## config.mk

```make
export PLATFORM = sky130hd
export DESIGN_NAME = search_cmd_decoder
export DESIGN_NICKNAME = d
export VERILOG_FILES = /design/src/rtl/srcd_pkg.sv /design/src/rtl/srcd_ctrl.sv /design/src/rtl/srcd_datapath.sv /design/src/rtl/search_cmd_decoder.sv
export SDC_FILE = /design/constraint.sdc
export NUM_CORES = 1
export LEC_CHECK = 0
export CELL_PAD_IN_SITES_DETAIL_PLACEMENT = 0
export CELL_PAD_IN_SITES_GLOBAL_PLACEMENT = 1
export CORE_MARGIN = 2
export CORE_UTILIZATION = 39
export CTS_CLUSTER_SIZE = 28
export DETAILED_ROUTE_END_ITERATION = 7
export PLACE_DENSITY = 0.84
export SYNTH_ARGS = -nofsm -noshare
export SYNTH_HDL_FRONTEND = slang
export SYNTH_HIERARCHICAL = 1
export SYNTH_SLANG_ARGS = --single-unit
```

## constraint.sdc

```tcl
create_clock -name clk -period 3.3 [get_ports clk]
set_input_delay 0.66 -clock clk [delete_from_list [all_inputs] [get_ports clk]]
set_output_delay 0.66 -clock clk [all_outputs]
set_load 0.01 [all_outputs]
```

## src/rtl/srcd_pkg.sv

```systemverilog
package srcd_pkg;

  localparam int INSTR_W = 3;
  localparam int OP_W    = 3;

  typedef enum logic [OP_W-1:0] {
    OP_NOP    = 3'd0,
    OP_LOOKUP = 3'd1,
    OP_LEARN  = 3'd2,
    OP_READ   = 3'd3,
    OP_SRAMRD = 3'd4,
    OP_WRITE  = 3'd5
  } op_e;

  // Strobes from control to datapath
  typedef struct packed {
    logic capFirst;   // starting edge: latch command fields and comparand
    logic capSecond;  // second edge: latch result and publish
    logic drop;       // strobe refused while busy
  } ctl_s;

  function automatic op_e decodeOp(input logic [INSTR_W-1:0] code);
    case (code)
      3'd0:    return OP_LOOKUP;
      3'd1:    return OP_LEARN;
      3'd2:    return OP_READ;
      3'd3:    return OP_SRAMRD;
      3'd4:    return OP_WRITE;
      default: return OP_NOP;
    endcase
  endfunction

  function automatic logic usesLType(input op_e op);
    return (op == OP_LOOKUP) || (op == OP_LEARN);
  endfunction

  function automatic logic usesMask(input op_e op);
    return (op == OP_LOOKUP) || (op == OP_WRITE);
  endfunction

endpackage

```

## src/rtl/srcd_ctrl.sv

```systemverilog
module srcd_ctrl
  import srcd_pkg::*;
(
  input  logic clk,
  input  logic rstN,
  input  logic reqStrobe,
  output ctl_s ctl,
  output logic busy,
  output logic protoErr
);

  logic secondQ;

  always_comb begin
    ctl.capFirst  = reqStrobe & ~secondQ;
    ctl.capSecond = secondQ;
    ctl.drop      = reqStrobe & secondQ;
  end

  always_ff @(posedge clk or negedge rstN) begin
    if (!rstN) begin
      secondQ  <= 1'b0;
      protoErr <= 1'b0;
    end else begin
      secondQ  <= ctl.capFirst;
      protoErr <= ctl.drop;
    end
  end

  assign busy = secondQ;

  a_r2_start_busy: assert property (@(posedge clk) disable iff (!rstN)
    (reqStrobe && !busy) |=> busy);

  a_r2_busy_single: assert property (@(posedge clk) disable iff (!rstN)
    busy |=> !busy);

  a_r9_err_on_hold: assert property (@(posedge clk) disable iff (!rstN)
    (reqStrobe && busy) |=> protoErr);

  a_r9_err_cause: assert property (@(posedge clk) disable iff (!rstN)
    protoErr |-> $past(reqStrobe && busy));

endmodule

```

## src/rtl/srcd_datapath.sv

```systemverilog
module srcd_datapath
  import srcd_pkg::*;
#(
  parameter int LT_W   = 2,
  parameter int MASK_W = 4,
  parameter int REG_W  = 4
) (
  input  logic               clk,
  input  logic               rstN,
  input  ctl_s               ctl,
  input  logic [INSTR_W-1:0] instrCode,
  input  logic [LT_W-1:0]    lookupType,
  input  logic [MASK_W-1:0]  maskSel,
  input  logic [REG_W-1:0]   regSel,
  output logic               outValid,
  output op_e                outOp,
  output logic [LT_W-1:0]    outLType,
  output logic [MASK_W-1:0]  outMask,
  output logic [REG_W-1:0]   outCmp,
  output logic [REG_W-1:0]   outRes
);

  logic [INSTR_W-1:0] instrQ;
  logic [LT_W-1:0]    ltQ;
  logic [MASK_W-1:0]  maskQ;
  logic [REG_W-1:0]   cmpQ;
  op_e                opNext;

  assign opNext = decodeOp(instrQ);

  // First edge: hold the command fields and comparand number
  always_ff @(posedge clk or negedge rstN) begin
    if (!rstN) begin
      instrQ <= '0;
      ltQ    <= '0;
      maskQ  <= '0;
      cmpQ   <= '0;
    end else if (ctl.capFirst) begin
      instrQ <= instrCode;
      ltQ    <= lookupType;
      maskQ  <= maskSel;
      cmpQ   <= regSel;
    end
  end

  // Second edge: publish with unused fields forced to zero
  always_ff @(posedge clk or negedge rstN) begin
    if (!rstN) begin
      outValid <= 1'b0;
      outOp    <= OP_NOP;
      outLType <= '0;
      outMask  <= '0;
      outCmp   <= '0;
      outRes   <= '0;
    end else begin
      outValid <= ctl.capSecond;
      if (ctl.capSecond) begin
        outOp    <= opNext;
        outLType <= usesLType(opNext) ? ltQ : '0;
        outMask  <= usesMask(opNext) ? maskQ : '0;
        outCmp   <= (opNext == OP_NOP) ? '0 : cmpQ;
        outRes   <= (opNext == OP_NOP) ? '0 : regSel;
      end
    end
  end

  a_r3_cmp_from_first: assert property (@(posedge clk) disable iff (!rstN)
    (outValid && outOp != OP_NOP) |-> outCmp == $past(regSel, 2));

  a_r4_res_from_second: assert property (@(posedge clk) disable iff (!rstN)
    (outValid && outOp != OP_NOP) |-> outRes == $past(regSel));

  a_r5_valid_pulse: assert property (@(posedge clk) disable iff (!rstN)
    outValid |=> !outValid);

  a_r5_hold: assert property (@(posedge clk) disable iff (!rstN)
    !outValid |-> ($stable(outOp) && $stable(outCmp) && $stable(outRes)
                   && $stable(outLType) && $stable(outMask)));

  a_r8_mask_unused: assert property (@(posedge clk) disable iff (!rstN)
    (outValid && outOp inside {OP_READ, OP_SRAMRD, OP_LEARN, OP_NOP})
      |-> outMask == '0);

  a_r10_nop_clear: assert property (@(posedge clk) disable iff (!rstN)
    (outValid && outOp == OP_NOP)
      |-> (outLType == '0 && outMask == '0 && outCmp == '0 && outRes == '0));

endmodule

```

## src/rtl/search_cmd_decoder.sv

```systemverilog
module search_cmd_decoder
  import srcd_pkg::*;
#(
  parameter int LT_W   = 2,
  parameter int MASK_W = 4,
  parameter int REG_W  = 4
) (
  input  logic              clk,
  input  logic              rstN,
  input  logic              reqStrobe,
  input  logic [2:0]        instrCode,
  input  logic [LT_W-1:0]   lookupType,
  input  logic [MASK_W-1:0] maskSel,
  input  logic [REG_W-1:0]  regSel,
  output logic              busy,
  output logic              protoErr,
  output logic              outValid,
  output logic [2:0]        outOp,
  output logic [LT_W-1:0]   outLType,
  output logic [MASK_W-1:0] outMask,
  output logic [REG_W-1:0]  outCmp,
  output logic [REG_W-1:0]  outRes
);

  ctl_s ctl;
  op_e  opQ;

  srcd_ctrl uCtrl (
    .clk       (clk),
    .rstN      (rstN),
    .reqStrobe (reqStrobe),
    .ctl       (ctl),
    .busy      (busy),
    .protoErr  (protoErr)
  );

  srcd_datapath #(
    .LT_W   (LT_W),
    .MASK_W (MASK_W),
    .REG_W  (REG_W)
  ) uDp (
    .clk        (clk),
    .rstN       (rstN),
    .ctl        (ctl),
    .instrCode  (instrCode),
    .lookupType (lookupType),
    .maskSel    (maskSel),
    .regSel     (regSel),
    .outValid   (outValid),
    .outOp      (opQ),
    .outLType   (outLType),
    .outMask    (outMask),
    .outCmp     (outCmp),
    .outRes     (outRes)
  );

  assign outOp = opQ;

endmodule

```

* Word level (Yosys, flattened, before mapping) *
Cells that the tools add are included.

storage, ports and cells
  flip-flop bits (word level) = 33
  input port bits = 16
  word-level logic and storage cells = 31

cells by class
  eq/ne operators = 7
  muxes and demuxes = 5
  bitwise gates (word level) = 3
  reductions and logical operators = 4

operator list
  operator                                                          number
  3-bit one-hot mux with 5 select lines                             1
  4-bit two-way mux                                                 3
  3-bit by 2-bit == test with 1-bit output (second input constant)  3
  3-bit by 1-bit == test with 1-bit output (second input constant)  2
  3-bit == test (second input constant)                             2
  3-bit logical NOT                                                 2
  1-bit bitwise AND                                                 2
  1-bit logical OR                                                  2
  2-bit two-way mux                                                 1
  1-bit inverter                                                    1

* Depth between registers and ports, before layout *
  depth after elaboration = 5
  gate-level depth with buffers = 5
  depth with buffers taken out = 2

* By module *
The synthesis kept the hierarchy.

by module, submodules not included
  module         instances  cells an instance  area an instance (um^2)
  srcd_datapath  1          104                1263.7
  srcd_ctrl      1          5                  73.8

* Worst setup path before layout *
No wires, ideal clock.

  path kind = input -> register
  start = input reqStrobe
  end = register uDp.cmpQ[0]
  library setup time = 0.125 ns
  arrival time = 1.297 ns
  required time = 3.175 ns
  setup slack = 1.878 ns
  cell stages on the path = 3
  path through = and2b_2 -> buf_6 -> mux2_2

on the way
  cells in the longest elaborated chain, start to end = 1

RTL lines
  what                  line                      source
  from (decl)           search_cmd_decoder.sv:10  input logic reqStrobe,
  1-bit bitwise AND     srcd_ctrl.sv:15           ctl.capFirst = reqStrobe & ~secondQ;
  to (signal assigned)  srcd_datapath.sv:42       cmpQ <= regSel;
  to (decl)             srcd_datapath.sv:26       logic [REG_W-1:0] cmpQ;

No other way between the ends.
A chain may end at the register's enable or synchronous reset.

* Worst setup path after layout *
  start = register uDp.outRes[2]
  end = output outRes[2]

RTL lines
  what                    line                      source
  from (decl)             srcd_datapath.sv:20       output logic [REG_W-1:0] outRes
  from (signal assigned)  srcd_datapath.sv:62       outRes <= (opNext == OP_NOP) ? '0 : regSel;
  to (decl)               search_cmd_decoder.sv:22  output logic [REG_W-1:0] outRes

No word-level cell between the ends.

==> impl_metrics.ini <==
[critical_path]
critPathKind = flop to output pin
critPathCaptureType = output pin
worstPathArrival_ns = 1.24
cp_num_buf_inv = 1
worstPathCellList = clkdlybuf4s50_1
slowest_stage = clkdlybuf4s50_1
crit_required_ns = 2.64
startpoint_type = flop
max_stage_delay_ns = 0.54
crit_fanout = 2
crit_family = buffers and inverters

[floorplan]
core_um2 = 3310
start_util_pct = 40.4
io_pins = 36
rows = 21
die_h_um = 62.6
die-area_um2 = 3910
die_x_um = 62.6

[synth]
yosysWarnings = 6
syn-cell-area_um2 = 1340
synth_commonest_cells = dfrtp_1, inv_1, nand2_1
syn_avg_cell_area_um2 = 12.3
ys_seq_area_share_pct = 61.7
synth_edf_count = 0
synth_cells = 109
syn-num-nets = 125
synth_top_area_share_pct = 61.7
synth_seq_cells = 33
ys_types = 18
yosys.area.top_type = dfrtp_1
synth_most_common_cell = dfrtp_1
synth_ff_type = dfrtp_1
synth.top_cells.by_area = dfrtp_1, mux2_2, o22ai_1
async_reset_ff_share_pct = 100

[global_routing]
grt_pass1_wl_um = 4270
grt_pass1_vias = 913
grt.total_usage_pct = 14.2
grt_overflow_total = 0
grt_max_degree = 38
antenna_found_initial = 0

[final_layout]
drive_above_1_share_pct = 19.7
area_growth_syn_to_layout_pct = 35.2
fin_nets = 162
fillers = 307
diodes = 0

[sta]
whs_ns = 0.517
maxSlewHeadroom_pct = 73.0
setup_slack_ns = 1.40
drv_slew = 0
tightestPinTransition_ns = 0.405
period_share_pct = 57.4
hold_viol = 0
period_needed_ns = 1.90
setup-violations-final = 0
fmax_mhz = 528
fin_skew_ns = 0.00551
fin_setup_tns_ns = 0
rsz0062_at_grt = no

[outcome]
outcome = completed

[pwr]
peakVddDrop_uv = 334
power_uw = 1110
p_per_area_nw_per_um2 = 616
leakage_uw = 0.000765

[drt]
ant_nets = 0
drt_iter0_drc = 30
drc_errors = 0
num_vias = 913
avgViaCountPerCell = 4.73
dr.pass1.iters = 4
routedWlPerCell_um = 12.5
routed_wirelength_um = 2420

[clocking]
clock_latency_ns = 0.33
cts_setup_buffers = 0
h-tree-depth = 2
tritoncts = yes
cts-resized-gates = 0
clock-root-buffer = clkbuf_4
hold_buffers = 0
clk_pin_slew_ns = 0.10
cts_buffers = 5
cts.sinks = 33
cts_max_path_buffers = 2

[placed_design]
portBuffers = 35
finalWeightedCongestion = 0.651
dp_hpwl_um = 1680
dp_slack_ns = 1.30

[job]
maxCapViolCount = 0

[min_path]
min_path_type = flop to flop
[cells in the final DEF, fill, tap and decap left out, drive strengths merged]
cell           count
clkdlybuf4s50     35
dfrtp             33
inv               16
nand2             15
mux2              14
o22ai             13
clkbuf             5
bufinv             2
buf                2
o32ai              2
clkinv             1
and2b              1
and2               1
o21a               1
xnor2              1
nand2b             1
or2                1
nand4b             1
o221ai             1
a21oi              1
[stage by stage]
step	utilization (%)	cell area, um^2	std cells
global route	54.6	1810	193
floorplan	-	1340	109
finish	54.6	1810	193
global placement	51.5	1710	185
CTS	54.6	1810	193
detailed placement	51.5	1710	185
[power breakdown]
part	switching, uW	internal (uW)	total [uW]	leakage [uW]
Clock	133	235	367	0.0000552
Sequential	41.6	467	509	0.000412
Combinational	95.5	142	238	0.000298
Total	270	844	1110	0.000765
[layer usage]
metal,track usage [%],vias to the layer above,routed length [um]
met5,0,-,0
met2,22.2,24,1210
met4,6.67,0,39
met1,17.6,446,1030
li1,-,439,-
met3,5.23,4,139
[cell type report]
class	instances	area, um^2	area share, %
sequential	33	826	45.7
multi-input combinational	53	397	21.9
timing repair buffer	37	365	20.2
clock inverter	3	65.1	3.60
inverter	16	60.1	3.32
tap	46	57.6	3.18
clock buffer	5	37.5	2.08
[cells by family after synthesis]
kind of cell,Yosys count,synth area share (%)
compound gates,18,10.0
xor+xnor,1,0.655
buf+inv,23,8.61
flops,33,61.7
mux,14,11.8
simple gates,20,7.20
[sequential cells by signal, summed over array words and instances, names as in the netlist]
signal / cells
uDp/cmpQ: 4
uDp/maskQ: 4
uDp/outCmp: 4
uDp/outMask: 4
uDp/outRes: 4
uDp/instrQ: 3
uDp/outOp: 3
uDp/ltQ: 2
uDp/outLType: 2
uCtrl/busy: 1
uCtrl/protoErr: 1
uDp/outValid: 1
[path summary, 6_finish.rpt]
| kind | endpoint | cells past startpoint | slack [ns] | from |
|---|---|---|---|---|
| worst min register to register | uDp/maskQ[0] | 1 | 0.52 | uDp/maskQ[0] |
| min in group asynchronous | uDp/outCmp[3] | 2 | 0.73 | rstN |
| worst max register to register | uDp/ltQ[1] | 3 | 1.72 | uCtrl/busy |
| worst min-delay path | uDp/maskQ[0] | 1 | 0.52 | uDp/maskQ[0] |
| max in group asynchronous | uDp/outMask[1] | 2 | 2.28 | rstN |
| worst max-delay path | outRes[2] | 1 | 1.40 | uDp/outRes[2] |
Note: power is estimated with default switching activity, not from simulation.
